[config.mk]
export PLATFORM = sky130hd
export DESIGN_NAME = bitop_unit
export DESIGN_NICKNAME = d
export VERILOG_FILES = /design/src/rtl/bitop_pkg.sv /design/src/rtl/bitop_index.sv /design/src/rtl/bitop_mask.sv /design/src/rtl/bitop_apply.sv /design/src/rtl/bitop_unit.sv
export SDC_FILE = /design/constraint.sdc
export NUM_CORES = 1
export LEC_CHECK = 0
export BUFFER_PORTS_ARGS = -buffer_cell sky130_fd_sc_hd__buf_2
export CORE_MARGIN = 4
export CORE_UTILIZATION = 50
export DETAILED_ROUTE_END_ITERATION = 8
export GPL_TIMING_DRIVEN = 0
export PLACE_DENSITY = 0.83
export SETUP_SLACK_MARGIN = 0.3
export SLEW_MARGIN = 20
export SYNTH_ARGS = -nofsm -noshare
export SYNTH_HDL_FRONTEND = slang
export SYNTH_SLANG_ARGS = --single-unit
[constraint.sdc]
create_clock -name clk -period 5.1 [get_ports clk]
set_input_delay 1.02 -clock clk [delete_from_list [all_inputs] [get_ports clk]]
set_output_delay 1.02 -clock clk [all_outputs]
set_load 0.005 [all_outputs]
[src/rtl/bitop_pkg.sv]
// Package: shared operation codes and flag positions for the bit test/modify unit.
// Assumes the flag vector is ordered {X, N, Z, V, C} from bit 4 down to bit 0.
package bitop_pkg;
    typedef enum logic [1:0] {
        BOP_TEST  = 2'b00,
        BOP_FLIP  = 2'b01,
        BOP_CLEAR = 2'b10,
        BOP_SET   = 2'b11
    } bop_e;

    localparam int FLAG_W = 5;
    localparam int FLG_C  = 0;
    localparam int FLG_V  = 1;
    localparam int FLG_Z  = 2;
    localparam int FLG_N  = 3;
    localparam int FLG_X  = 4;
endpackage

[src/rtl/bitop_index.sv]
// Module: picks the bit-number source and wraps it to the operand width.
// Assumes REG_W and BYTE_W are powers of two, so wrapping keeps the low bits.
module bitop_index #(
    parameter int REG_W  = 32,
    parameter int BYTE_W = 8,
    parameter int IMM_W  = 8,
    localparam int IDX_W  = $clog2(REG_W),
    localparam int BIDX_W = $clog2(BYTE_W)
) (
    input  logic             src_reg,
    input  logic [IMM_W-1:0] imm,
    input  logic [REG_W-1:0] reg_idx,
    input  logic             byte_mode,
    output logic [IDX_W-1:0] idx
);
    logic [IDX_W-1:0] imm_low;
    logic [IDX_W-1:0] raw;

    // Fit the immediate field to the index width.
    generate
        if (IMM_W >= IDX_W) begin : g_imm_trunc
            assign imm_low = imm[IDX_W-1:0];
        end else begin : g_imm_ext
            assign imm_low = {{(IDX_W-IMM_W){1'b0}}, imm};
        end
    endgenerate

    // Select the source and wrap it modulo the operand width.
    always_comb begin
        raw = src_reg ? reg_idx[IDX_W-1:0] : imm_low;
        if (byte_mode) begin
            idx = {{(IDX_W-BIDX_W){1'b0}}, raw[BIDX_W-1:0]};
        end else begin
            idx = raw;
        end
    end
endmodule

[src/rtl/bitop_mask.sv]
// Module: decodes a bit number into a one-hot mask of width W.
// Assumes idx is always below W, which the index stage ensures.
module bitop_mask #(
    parameter int W = 32,
    localparam int IDX_W = $clog2(W)
) (
    input  logic [IDX_W-1:0] idx,
    output logic [W-1:0]     mask
);
    // One comparator per bit position.
    generate
        for (genvar g = 0; g < W; g++) begin : g_dec
            assign mask[g] = (idx == IDX_W'(g));
        end
    endgenerate
endmodule

[src/rtl/bitop_apply.sv]
// Module: applies test, set, clear or change to the masked bit and reports
// the original value of that bit.
// Assumes mask is one-hot.
module bitop_apply
    import bitop_pkg::*;
#(
    parameter int W = 32
) (
    input  bop_e         op,
    input  logic [W-1:0] operand,
    input  logic [W-1:0] mask,
    output logic [W-1:0] result,
    output logic         orig_bit,
    output logic         modifies
);
    // Combine the operand with the mask according to the operation.
    always_comb begin
        orig_bit = |(operand & mask);
        modifies = (op != BOP_TEST);
        unique case (op)
            BOP_SET:   result = operand | mask;
            BOP_CLEAR: result = operand & ~mask;
            BOP_FLIP:  result = operand ^ mask;
            default:   result = operand;
        endcase
    end
endmodule

[src/rtl/bitop_unit.sv]
// Module: top of the single-bit test/modify unit, with a one-cycle registered result.
// Assumes the caller places memory bytes in the low bits of in_operand.
module bitop_unit
    import bitop_pkg::*;
#(
    parameter int REG_W  = 32,
    parameter int BYTE_W = 8,
    parameter int IMM_W  = 8,
    localparam int IDX_W = $clog2(REG_W)
) (
    input  logic              clk,
    input  logic              rst_n,
    input  logic              in_valid,
    input  logic [1:0]        in_op,
    input  logic              in_src_reg,
    input  logic [IMM_W-1:0]  in_imm,
    input  logic [REG_W-1:0]  in_reg_idx,
    input  logic              in_byte_mode,
    input  logic [REG_W-1:0]  in_operand,
    input  logic [FLAG_W-1:0] in_flags,
    output logic              out_valid,
    output logic [REG_W-1:0]  out_operand,
    output logic [FLAG_W-1:0] out_flags,
    output logic              out_wr
);
    logic [IDX_W-1:0]  idx;
    logic [REG_W-1:0]  mask;
    logic [REG_W-1:0]  result;
    logic              orig_bit;
    logic              modifies;
    logic [FLAG_W-1:0] flags_nxt;

    bitop_index #(.REG_W(REG_W), .BYTE_W(BYTE_W), .IMM_W(IMM_W)) u_index (
        .src_reg   (in_src_reg),
        .imm       (in_imm),
        .reg_idx   (in_reg_idx),
        .byte_mode (in_byte_mode),
        .idx       (idx)
    );

    bitop_mask #(.W(REG_W)) u_mask (
        .idx  (idx),
        .mask (mask)
    );

    bitop_apply #(.W(REG_W)) u_apply (
        .op       (bop_e'(in_op)),
        .operand  (in_operand),
        .mask     (mask),
        .result   (result),
        .orig_bit (orig_bit),
        .modifies (modifies)
    );

    // Replace only the zero flag; the others pass through.
    always_comb begin
        flags_nxt        = in_flags;
        flags_nxt[FLG_Z] = ~orig_bit;
    end

    // Register the result; hold the data while idle.
    always_ff @(posedge clk) begin
        if (!rst_n) begin
            out_valid   <= 1'b0;
            out_operand <= '0;
            out_flags   <= '0;
            out_wr      <= 1'b0;
        end else begin
            out_valid <= in_valid;
            out_wr    <= in_valid & modifies;
            if (in_valid) begin
                out_operand <= result;
                out_flags   <= flags_nxt;
            end
        end
    end
endmodule

After elaboration in Yosys (flattened, before gate mapping)
Index checks and enable logic that the tools add are counted.
- word-level logic and storage cells: 51
- output and inout port bits: 39
- bits in registers: 39
- bits of input ports: 84
- equality and inequality tests: 34
- reductions and logical operators: 3
- bitwise logic cells: 7
- multiplexer cells: 3
- operators with widths (cell ; count):
    32-bit one-hot mux with 3 select lines ; 1
    5-bit == test, second input constant ; 16
    32-bit AND ; 2
    5-bit by 4-bit == test with 1-bit output, second input constant ; 8
    32-bit inverter ; 1
    32-bit OR ; 1
    32-bit OR reduction ; 1
    32-bit XOR ; 1
    5-bit by 3-bit == test with 1-bit output, second input constant ; 4
    5-bit by 2-bit == test with 1-bit output, second input constant ; 2
    5-bit two-way mux ; 2
    5-bit by 1-bit == test with 1-bit output, second input constant ; 1
    5-bit logical NOT ; 1
    2-bit == test, second input constant ; 2
    2-bit by 1-bit == test with 1-bit output, second input constant ; 1
    2-bit nonzero test ; 1
    1-bit AND ; 1
    1-bit inverter ; 1

Depth between registers and ports, before layout
- depth after elaboration: 6
- depth in mapped cells: 11
- mapped depth without buffers: 9

Modules after synthesis
Synthesis repeated with hierarchy kept, for this count alone.
- cell total of the unflattened synthesis: 423
- area, all modules: 4234.1 µm²
- by module, submodules not included (module ; sequential area each (µm²) ; area each (µm²) ; cells an instance ; times used):
    bitop_apply ; 0.0 ; 2451.1 ; 244 ; 1
    bitop_unit ; 780.7 ; 1477.7 ; 124 ; 1
    bitop_mask ; 0.0 ; 221.5 ; 47 ; 1
    bitop_index ; 0.0 ; 83.8 ; 8 ; 1

Worst setup path before layout
OpenSTA, ideal clock, no wires.
- path kind: input -> register
- from: in in_src_reg
- to: reg out_operand[25]
- stages: 10
- data arrival time: 2830 ps
- path slack: 2153 ps
- setup time: 116 ps
- cells stage by stage: buf_2 buf_4 nor2_2 nand2_1 a21oi_2 nand2_1 ha_1 mux4_1 mux2i_1 nor2b_1
- longest elaborated chain between the ends: 6
- ends and longest elaborated chain (element ; RTL line ; RTL):
    from (decl) ; bitop_unit.sv:15 ; input logic in_src_reg,
    5-bit two-way mux (*) ; bitop_index.sv:30 ; raw = src_reg ? reg_idx[IDX_W-1:0] : imm_low;
    5-bit two-way mux (*) ; bitop_index.sv:31 ; if (byte_mode) begin
    5-bit == test (*) ; bitop_mask.sv:13 ; assign mask[g] = (idx == IDX_W'(g));
    32-bit inverter ; bitop_apply.sv:22 ; BOP_CLEAR: result = operand & ~mask;
    32-bit AND ; bitop_apply.sv:22 ;
    32-bit one-hot mux with 3 select lines (*) ; bitop_apply.sv:20 ; unique case (op)
    to (signal assigned) ; bitop_unit.sv:72 ; out_operand <= result;
    to (decl) ; bitop_unit.sv:22 ; output logic [REG_W-1:0] out_operand,
Mark *: on every way between the ends. The rest lies on a longest branch, timed or not.
A chain may end at the register's enable or synchronous reset.

Worst setup path after layout
- from: in in_src_reg
- to: reg out_operand[27]
Same word-level chain as after synthesis.

==> out/results.txt <==
status - complete, no violations
Cell Area, Synth - 4370 sq um
Clock Tree Buf Depth - 2
sequential area share after synthesis - 0.179
critical path arrival - 3.25 ns
initial antenna violation count - 0
post-synthesis net count - 634
worst clock skew - 0 ns
routability cong. - 0.960
CTS H-tree depth - 2
drt first pass iters - 4
Detail Route Antenna Nets - 0
row cnt - 33
period utilization - 0.602
CP Max Fanout - 10
Async S/R FF share, synth - 0
placed instance area - 4920 sq um
pwr/cell area - 172 nW/um^2
clk sink count - 39
filler cell count - 731
Synth cell types - 34
Final HPWL DP - 8890 um
Die ar. - 10,300 sq um
Most used DFF post-synth - dfxtp_1
num ports - 123
Max Fclk - 326 MHz
Post-CTS Setup Bufs - 0
minimum clock period - 3.07 ns
switching share of power - 0.316
final setup violating endpoints - 0
CTS resizes - 0
CP required - 5.28 ns
largest area contributor in the netlist - ha_1
Max Cap Violations - 0
RSZ-0062 raised after global routing - no
combinational group share of total power - 0.330
Worst slew margin - 0.637
Core Region - 8340 sq um
flops & latches, synth - 39
gr usage total - 0.226
Multi-input gate area - 3170 sq um
Initial Utilization - 0.524
total gr overflow - 0
WL final - 11,000 um
Synth top area share - 0.275
drt via density - 5.53
Yosys warning count - 0
IO Port Bufs - 84
die height - 101 um
Peak supply drop - 118 uV
GR peak layer - met2
Sw Pwr - 273 uW
Worst-Skew Late Latency - 0.29 ns
Crit Path Category - input pin to flop
Nets - 725
hold violation total from the final report - 0
M2 GR Usage - 0.401
Clk network pwr share - 0.277
Area growth syn-to-layout - 14.9%
first-pass GRT wire length - 18,400 um
CTS tree - yes
EDFF count, synth - 0
antenna cell count - 0
# hold bufs at CTS - 0
FF-to-FF setup slack - 4.46 ns
share of layout cells above drive strength 1 - 0.269
root buffer cell - clkbuf_8
total CTS buffers - 5
Critical Path Start Type - input pin
vias in the first global route - 3,823
average size of a mapped cell - 9.62 sq um
final slew viol count - 0
Hold Crit Class - flop to flop
Setup TNS - 0 ns
kind of end point of the critical path - flop
met3 global-route usage - 0.0365
Area contributors post-synth - ha_1 (27%), dfxtp_1 (18%), mux4_2 (15%)
DR vias - 3,599
Internal - 591 uW
Least-Margin Pin Slew - 0.545 ns
die width - 101 um
Reg power frac - 0.393
drt initial violations - 279
drc violations - 0
met1 Track Usage GR - 0.274
Avg WL per Cell - 16.9 um
FF/Latch Area - 781 sq um
Leak - 0.00257 uW
cells after synthesis - 454
largest net degree at the start of global routing - 12
Clock transition at path regs - 0.08 ns
design area - 5020 sq um
-- synth_stat cells (2+ instances only) --
cell type  number
ha_1           96
inv_1          65
nand2_1        45
nor2b_1        40
dfxtp_1        39
nor2_1         38
mux2i_1        37
mux4_2         29
nor4_1          8
buf_4           7
nor2_2          7
clkbuf_1        5
buf_6           4
nand2b_1        4
buf_2           3
mux4_1          3
a21o_1          2
a21oi_2         2
a22o_1          2
a32o_1          2
buf_12          2
nand4_1         2
-- cell usage in the layout (no fill, tap or decap), drive strengths merged, types with 4 or more instances in the layout --
cell type  count
nand2         45
nor4           8
dfxtp         39
inv           65
nor2          45
buf          100
clkbuf        13
ha            96
nor2b         40
mux2i         37
mux4          32
nand2b         4
-- routing by layer --
metal | vias to the layer above | share of wire
met3 | 21 | 0.074
met5 | - | 0
met2 | 141 | 0.51
met4 | 0 | 0.021
li1 | 1698 | -
met1 | 1739 | 0.39
-- worst max-delay path, cell delays in order --
cell,delay (ns)
buf_2,0.15
buf_4,0.19
nor2_2,0.15
nand2_1,0.11
a21oi_2,0.46
nand2_1,0.15
ha_1,0.29
mux4_1,0.51
mux2i_1,0.15
nor2b_1,0.06
-- worst paths after layout --
check | startpoint | to | cells past startpoint
max | in_src_reg | out_operand[27] | 10
min | out_flags[2] | out_flags[2] | 2
max reg2reg | out_operand[21] | out_operand[21] | 2
min reg2reg | out_flags[2] | out_flags[2] | 2
-- through the flow --
step                      hold slack (ns)  setup slack [ns]  total power [uW]  instances  utilization
after global placement              0.470              1.86               616        643        0.590
after CTS                           0.508              2.07               877        651        0.602
after detailed placement            0.496              1.76               632        643        0.590
after global routing                0.539              1.89               920        651        0.602
final                               0.506              2.03               864        651        0.602
after floorplan                     0.475              2.15               529        454            -
-- area by class of cell --
type | instances | area share
buffer | 21 | 0.0341
inverter | 65 | 0.0486
multi-input combinational | 329 | 0.632
timing repair buffer | 84 | 0.0837
tap | 105 | 0.0262
sequential | 39 | 0.156
clock buffer | 8 | 0.0199
-- kinds of logic (layout without fill, tap and decap cells) --
group	after synthesis	after routing	synth area share
flops	39	39	0.179
fa+ha+maj	96	96	0.275
compound gates	17	17	0.0358
mux	69	69	0.252
simple gates	147	147	0.163
buf+inv	86	178	0.0951
-- power groups by stage --
stage / combinational, uW / clock [uW] / sequential, uW
floorplan: 180 / 0 / 349
global placement: 270 / 0 / 345
detailed placement: 286 / 0 / 347
CTS: 287 / 250 / 340
global route: 318 / 259 / 343
finish: 285 / 239 / 340
-- flip-flops by register name (all words and copies together), names as in the netlist --
register / count
out_operand: 32
out_flags: 5
out_valid: 1
out_wr: 1
(Power assumes the default switching activity.)
